<file path="src/rtl/pfe_pkg.sv">
package pfe_pkg;
  localparam int ADDR_W        = 32;
  localparam int LINE_SHIFT    = 6;
  localparam int PAGE_SHIFT    = 12;
  localparam int STREAMS       = 4;
  localparam int TRIGGER_BYTES = 256;
  localparam int LOOKAHEAD     = 2;

  localparam int LINE_W    = ADDR_W - LINE_SHIFT;
  localparam int OFS_W     = PAGE_SHIFT - LINE_SHIFT;
  localparam int IDX_W     = (STREAMS > 1) ? $clog2(STREAMS) : 1;
  localparam int THR_LINES = TRIGGER_BYTES >> LINE_SHIFT;

  typedef logic [LINE_W-1:0] lineT;

  typedef struct packed {
    logic valid;
    logic conf;
    logic desc;
    lineT lastLine;
    lineT nextLine;
  } streamT;

  typedef struct packed {
    logic             missTouch;
    logic             missAlloc;
    logic             missTrain;
    logic             trainDesc;
    logic [IDX_W-1:0] missIdx;
    logic             issueLoad;
    logic [IDX_W-1:0] issueIdx;
  } strobeT;

  function automatic logic samePage(lineT a, lineT b);
    return a[LINE_W-1:OFS_W] == b[LINE_W-1:OFS_W];
  endfunction
endpackage

</file>
<file path="src/rtl/pfe_stream_ctrl.sv">
module pfe_stream_ctrl
  import pfe_pkg::*;
(
  input  logic                          missValid,
  input  lineT                          missLine,
  input  streamT [STREAMS-1:0]          tbl,
  input  logic [STREAMS-1:0][IDX_W-1:0] age,
  input  logic                          pfValid,
  input  logic                          pfReady,
  output strobeT                        strb
);
  lineT diff [STREAMS];
  lineT magD [STREAMS];
  lineT lead [STREAMS];
  logic [STREAMS-1:0] near;
  logic [STREAMS-1:0] pend;

  for (genvar g = 0; g < STREAMS; g++) begin : g_entry
    // signed line distance of the miss from this stream's last miss
    assign diff[g] = missLine - tbl[g].lastLine;
    assign magD[g] = diff[g][LINE_W-1] ? lineT'(-diff[g]) : diff[g];
    assign near[g] = tbl[g].valid && samePage(missLine, tbl[g].lastLine) &&
                     (magD[g] < lineT'(THR_LINES));
    // how far the lookahead pointer stands past the last miss
    assign lead[g] = tbl[g].desc ? lineT'(tbl[g].lastLine - tbl[g].nextLine)
                                 : lineT'(tbl[g].nextLine - tbl[g].lastLine);
    assign pend[g] = tbl[g].valid && tbl[g].conf &&
                     samePage(tbl[g].nextLine, tbl[g].lastLine) &&
                     !lead[g][LINE_W-1] && (lead[g] != '0) &&
                     (lead[g] <= lineT'(LOOKAHEAD));
  end

  logic             hit, freeAny;
  logic [IDX_W-1:0] hitIdx, freeIdx, oldIdx, pendIdx;

  always_comb begin
    hit     = 1'b0;
    hitIdx  = '0;
    freeAny = 1'b0;
    freeIdx = '0;
    oldIdx  = '0;
    pendIdx = '0;
    for (int i = STREAMS - 1; i >= 0; i--) begin
      if (near[i]) begin
        hit    = 1'b1;
        hitIdx = IDX_W'(i);
      end
      if (!tbl[i].valid) begin
        freeAny = 1'b1;
        freeIdx = IDX_W'(i);
      end
      if (age[i] == IDX_W'(STREAMS - 1)) oldIdx = IDX_W'(i);
      if (pend[i]) pendIdx = IDX_W'(i);
    end

    strb           = '0;
    strb.missTouch = missValid;
    strb.missAlloc = missValid && !hit;
    strb.missIdx   = hit ? hitIdx : (freeAny ? freeIdx : oldIdx);
    strb.missTrain = missValid && hit && (diff[hitIdx] != '0);
    strb.trainDesc = diff[hitIdx][LINE_W-1];
    // misses own the table in their cycle; issue waits one cycle
    strb.issueLoad = !missValid && (!pfValid || pfReady) && (|pend);
    strb.issueIdx  = pendIdx;
  end
endmodule

</file>
<file path="src/rtl/pfe_stream_dp.sv">
module pfe_stream_dp
  import pfe_pkg::*;
(
  input  logic                          clk,
  input  logic                          rst,
  input  lineT                          missLine,
  input  strobeT                        strb,
  input  logic                          pfReady,
  output streamT [STREAMS-1:0]          tbl,
  output logic [STREAMS-1:0][IDX_W-1:0] age,
  output logic                          pfValid,
  output logic [ADDR_W-1:0]             pfAddr
);
  streamT curE, trained;
  lineT   newLead, issueNext;
  logic   newDesc, keepNext;
  logic [STREAMS-1:0] validVec;

  for (genvar g = 0; g < STREAMS; g++) begin : g_valid
    assign validVec[g] = tbl[g].valid;
  end

  always_comb begin
    curE     = tbl[strb.missIdx];
    newDesc  = curE.conf ? curE.desc : strb.trainDesc;
    newLead  = newDesc ? lineT'(missLine - curE.nextLine)
                       : lineT'(curE.nextLine - missLine);
    keepNext = curE.conf && !newLead[LINE_W-1] && (newLead != '0);
    trained.valid    = 1'b1;
    trained.conf     = 1'b1;
    trained.desc     = newDesc;
    trained.lastLine = missLine;
    trained.nextLine = keepNext ? curE.nextLine
                     : (newDesc ? lineT'(missLine - lineT'(1)) : lineT'(missLine + lineT'(1)));
    issueNext = tbl[strb.issueIdx].desc ? lineT'(tbl[strb.issueIdx].nextLine - lineT'(1))
                                        : lineT'(tbl[strb.issueIdx].nextLine + lineT'(1));
  end

  always_ff @(posedge clk) begin
    if (rst) begin
      for (int i = 0; i < STREAMS; i++) tbl[i] <= '0;
    end else begin
      if (strb.missAlloc) begin
        tbl[strb.missIdx].valid    <= 1'b1;
        tbl[strb.missIdx].conf     <= 1'b0;
        tbl[strb.missIdx].desc     <= 1'b0;
        tbl[strb.missIdx].lastLine <= missLine;
        tbl[strb.missIdx].nextLine <= missLine;
      end else if (strb.missTrain) begin
        tbl[strb.missIdx] <= trained;
      end
      if (strb.issueLoad) tbl[strb.issueIdx].nextLine <= issueNext;
    end
  end

  always_ff @(posedge clk) begin
    if (rst) begin
      for (int i = 0; i < STREAMS; i++) age[i] <= IDX_W'(i);
    end else if (strb.missTouch) begin
      for (int i = 0; i < STREAMS; i++) begin
        if (IDX_W'(i) == strb.missIdx) age[i] <= '0;
        else if (age[i] < age[strb.missIdx]) age[i] <= age[i] + IDX_W'(1);
      end
    end
  end

  always_ff @(posedge clk) begin
    if (rst) begin
      pfValid <= 1'b0;
      pfAddr  <= '0;
    end else if (strb.issueLoad) begin
      pfValid <= 1'b1;
      pfAddr  <= {tbl[strb.issueIdx].nextLine, {LINE_SHIFT{1'b0}}};
    end else if (pfReady) begin
      pfValid <= 1'b0;
    end
  end

  AST_HOLD_STALL: assert property (@(posedge clk) disable iff (rst)
    pfValid && !pfReady |=> pfValid && $stable(pfAddr));
  AST_ISSUE_CONFIRMED: assert property (@(posedge clk) disable iff (rst)
    strb.issueLoad |-> tbl[strb.issueIdx].conf);
  AST_ISSUE_IN_PAGE: assert property (@(posedge clk) disable iff (rst)
    strb.issueLoad |-> samePage(tbl[strb.issueIdx].nextLine, tbl[strb.issueIdx].lastLine));
  AST_RESET_CLEAR: assert property (@(posedge clk) disable iff (rst)
    $fell(rst) |-> !pfValid && (validVec == '0));
endmodule

</file>
<file path="src/rtl/pfe_stream_prefetch.sv">
module pfe_stream_prefetch
  import pfe_pkg::*;
(
  input  logic              clk,
  input  logic              rst,
  input  logic              missValid,
  input  logic [ADDR_W-1:0] missAddr,
  output logic              pfValid,
  output logic [ADDR_W-1:0] pfAddr,
  input  logic              pfReady
);
  lineT                          missLine;
  strobeT                        strb;
  streamT [STREAMS-1:0]          tbl;
  logic [STREAMS-1:0][IDX_W-1:0] age;

  assign missLine = missAddr[ADDR_W-1:LINE_SHIFT];

  pfe_stream_ctrl i_ctrl (
    .missValid (missValid),
    .missLine  (missLine),
    .tbl       (tbl),
    .age       (age),
    .pfValid   (pfValid),
    .pfReady   (pfReady),
    .strb      (strb)
  );

  pfe_stream_dp i_dp (
    .clk      (clk),
    .rst      (rst),
    .missLine (missLine),
    .strb     (strb),
    .pfReady  (pfReady),
    .tbl      (tbl),
    .age      (age),
    .pfValid  (pfValid),
    .pfAddr   (pfAddr)
  );
endmodule

</file>
<file path="config.mk">
export PLATFORM = sky130hd
export DESIGN_NAME = pfe_stream_prefetch
export DESIGN_NICKNAME = d
export VERILOG_FILES = /design/src/rtl/pfe_pkg.sv /design/src/rtl/pfe_stream_ctrl.sv /design/src/rtl/pfe_stream_dp.sv /design/src/rtl/pfe_stream_prefetch.sv
export SDC_FILE = /design/constraint.sdc
export NUM_CORES = 2
export LEC_CHECK = 0
export BUFFER_PORTS_ARGS = -buffer_cell sky130_fd_sc_hd__buf_4
export CAP_MARGIN = 20
export CORE_MARGIN = 2
export CORE_UTILIZATION = 60
export CTS_BUF_LIST = sky130_fd_sc_hd__clkbuf_4 sky130_fd_sc_hd__clkbuf_8
export CTS_CLUSTER_SIZE = 28
export DETAILED_ROUTE_END_ITERATION = 8
export GPL_TIMING_DRIVEN = 0
export PLACE_DENSITY = 0.81
export SETUP_SLACK_MARGIN = 0.15
export SYNTH_ARGS = -nofsm -noshare
export SYNTH_HDL_FRONTEND = slang
export SYNTH_SLANG_ARGS = --single-unit
</file>
<file path="constraint.sdc">
create_clock -name clk -period 32.2 [get_ports clk]
set_input_delay 3.22 -clock clk [delete_from_list [all_inputs] [get_ports clk]]
set_output_delay 3.22 -clock clk [all_outputs]
set_load 0.1 [all_outputs]
</file>
==> metrics.cfg <==
[power]
switching_share_pct = 43.01
power.density_nw_per_um2 = 40.70
power_mw = 1.249
switchingPower_mw = 0.5371
p_comb_share_pct = 44.3
clkPwrFrac_pct = 28.4
intPower_mw = 0.7116
p_leak_nw = 12.23
sequentialPowerShare_pct = 27.2
ir_drop_mv = 0.03498

[logic_synthesis]
muxShareOfSynthArea_pct = 2.454
ys_types = 103
syn_inst = 3849
synth_xor_area_share_pct = 4.565
synth_adder_area_share_pct = 15.58
synth_area_leaders = dfxtp_1 18%, ha_1 14%, a21oi_1 8.7%
synth-compound-area-share_pct = 32.55
synth_ff_type = dfxtp_1
synthArstFlopShare_pct = 0
syn-cell-area_um2 = 28390
synth_top_area_share_pct = 17.98
synth_top_area_cell = dfxtp_1
ys_seq_elements = 255
synth_edf_count = 0
avgSynthCellArea_um2 = 7.377
synthSimpleGateAreaFrac_pct = 18.11
synth_top_family_by_area = compound AO/OA/AOI/OAI gates
yosysWarnings = 0
synth_seq_area_share_pct = 17.98

[sta]
clock_skew_ps = 62.70
fin_crit_sh_pct = 53.02
final.min_clock_period_ps = 17070
max_slew.worst_pin.slew_ps = 1204
fmax_ghz = 0.05857
setup_viol = 0
slew_headroom_pct = 19.19
final_max_slew_viol_count = 0
hold_viol = 0
final.setup.tns_ps = 0
rsz0062_at_grt = false

[finish]
final_common_cell = a21oi_1
final.fill_count = 4255
syn2layout_area_growth_pct = 8.068
instances_no_fill = 4604
final_layout_size_suffix_gt1_share_pct = 6.812
nets = 4343
final_cell_mix = 494 x a21oi_1, 436 x nor2_1, 350 x inv_1, 328 x ha_1, 255 x dfxtp_1

[place]
dp_cells = 4520
numPortBuffers = 54
place_congestion = 1.134
dpl.hpwl_mm = 107.5

[global_route]
grt_overflow = 0
grt_pass1_wl_mm = 195.8
grt_usage_pct = 53.83
grt_max_degree = 35
grt_pass1_vias = 30220
grt_antenna_before_repair = 6

[route]
routed_via_density = 7.111
via_count = 32740
firstDrtPassIters = 8
drcViolationCount = 0
wl_mm = 137.0
postRouteAntennaNets = 0
wire_per_inst_um = 29.76
initialDrtViolationCount = 4885

[floorplanning]
dieHeight_um = 221.5
num_rows = 79
dieArea_um2 = 49080
ioPinCount = 69
fp.dieW_um = 221.5
coreArea_um2 = 46650
initial_core_util_pct = 60.86

[setup_path]
crit_path_top_delay_cell = o21ai_1
cp.arrival_ps = 17600
critPathMaxStageDelay_ps = 920
worst_setup_path_start_kind = input port
worstPathMaxFanout = 12
path_class = in -> reg
crit_top_cell = o21ai_0
crit_required_ps = 32720
cp-end-kind = flip-flop

[clock_tree]
clock_latency_ps = 700
cts_resized = 0
cts_tree = done
cts-root-buf = clkbuf_8
clk_pin_slew_ps = 60
htreeDepth = 2
cts_inserted_buffers = 46
clkSinkCount = 255
ctsHoldBuffers = 0
postCtsSetupRepairBufs = 0
cts_buffer_depth = 3

[status]
status = finished, final reports clean

[hold_path]
min_path_type = reg -> reg

[job]
cap_violations = 0

worst max-delay path: cells and delay by family:
| family | cells | cell delay [ps] |
|---|---|---|
| AO/OA/AOI/OAI | 27 | 9370 |
| adder cells (fa/ha/maj) | 2 | 910 |
| AND/OR/NAND/NOR | 6 | 1300 |
| buffers and inverters | 5 | 2750 |
cell usage after synthesis, types with 16 or more instances:
| cell type | instances |
|---|---|
| inv_1 | 350 |
| dlygate4sd3_1 | 18 |
| mux2i_2 | 17 |
| buf_6 | 22 |
| xnor2_1 | 101 |
| nand3_1 | 87 |
| nand2_1 | 241 |
| a21o_1 | 89 |
| o22ai_1 | 45 |
| clkbuf_1 | 106 |
| ha_1 | 328 |
| nor2b_1 | 32 |
| a22oi_1 | 20 |
| nand4_1 | 61 |
| a221oi_1 | 94 |
| nor3_1 | 49 |
| mux2i_1 | 38 |
| o211ai_1 | 31 |
| o21bai_1 | 37 |
| nor2_1 | 437 |
| nor4_1 | 21 |
| o31ai_1 | 18 |
| or3_1 | 21 |
| or2_2 | 22 |
| nand2b_1 | 43 |
| xor2_1 | 47 |
| dfxtp_1 | 255 |
| a21oi_1 | 494 |
| o21ai_1 | 21 |
| buf_4 | 16 |
| a31oi_1 | 22 |
| o2111ai_1 | 17 |
| fa_1 | 16 |
| o21ai_0 | 160 |
| and2_1 | 18 |
| a211oi_1 | 76 |
| a211o_1 | 31 |
| o21a_1 | 35 |
| and3_1 | 31 |
| a221o_1 | 60 |
power groups by stage:
| stage | combinational, mW | sequential (mW) | clock (mW) |
|---|---|---|---|
| floorplan | 0.372 | 0.339 | 0 |
| global placement | 0.519 | 0.345 | 0 |
| detailed placement | 0.521 | 0.345 | 0 |
| CTS | 0.524 | 0.338 | 0.347 |
| global route | 0.584 | 0.340 | 0.359 |
| finish | 0.554 | 0.340 | 0.355 |
through the flow:
stage	utilization, %	setup WS [ps]	area (um2)	hold slack (ps)
6_report	65.77	15130	30690	454.0
5_1_grt	65.75	14990	30680	469.6
4_1_cts	65.72	16030	30660	454.8
3_5_place_dp	63.55	15430	29650	444.8
3_3_place_gp	63.40	15300	29580	440.6
2_1_floorplan	-	19800	28410	461.1
area by class of cell:
| cell class | instances | area (um2) | area share, % |
|---|---|---|---|
| Timing Repair Buffer | 61 | 475.5 | 1.549 |
| Tap cell | 607 | 759.5 | 2.475 |
| Inverter | 354 | 1331 | 4.338 |
| Antenna cell | 4 | 10.01 | 0.03262 |
| Clock inverter | 9 | 137.6 | 0.4485 |
| Sequential cell | 255 | 5105 | 16.64 |
| Multi-Input combinational cell | 3052 | 20840 | 67.92 |
| Clock buffer | 69 | 874.6 | 2.850 |
| Buffer | 193 | 1150 | 3.747 |
cell families after synthesis:
| logic type | after synthesis |
|---|---|
| AOI/OAI and AO/OA | 1386 |
| DFF | 255 |
| adders and majority gates | 344 |
| and+or+nand+nor | 1106 |
| muxes | 62 |
| other | 1 |
| buffers and inverters | 547 |
| xor gates and xnor gates | 148 |
layer usage:
metal	track usage, %	routed length (um)
met1	62.90	47360
met2	78.01	53820
met3	21.02	21610
met4	43.96	14200
met5	0	39
path summary, 6_finish.rpt:
check                    endpoint             from  slack (ps)  depth (start not counted)
setup / recovery     i_dp.tbl[25]      missAddr[6]       15130                         40
hold / removal    i_dp.pfAddr[30]  i_dp.pfAddr[30]         450                          2
setup reg to reg     i_dp.tbl[25]        flip-flop       18670                         39
hold reg to reg   i_dp.pfAddr[30]  i_dp.pfAddr[30]         450                          2
Note: power is estimated with default switching activity, not from simulation.
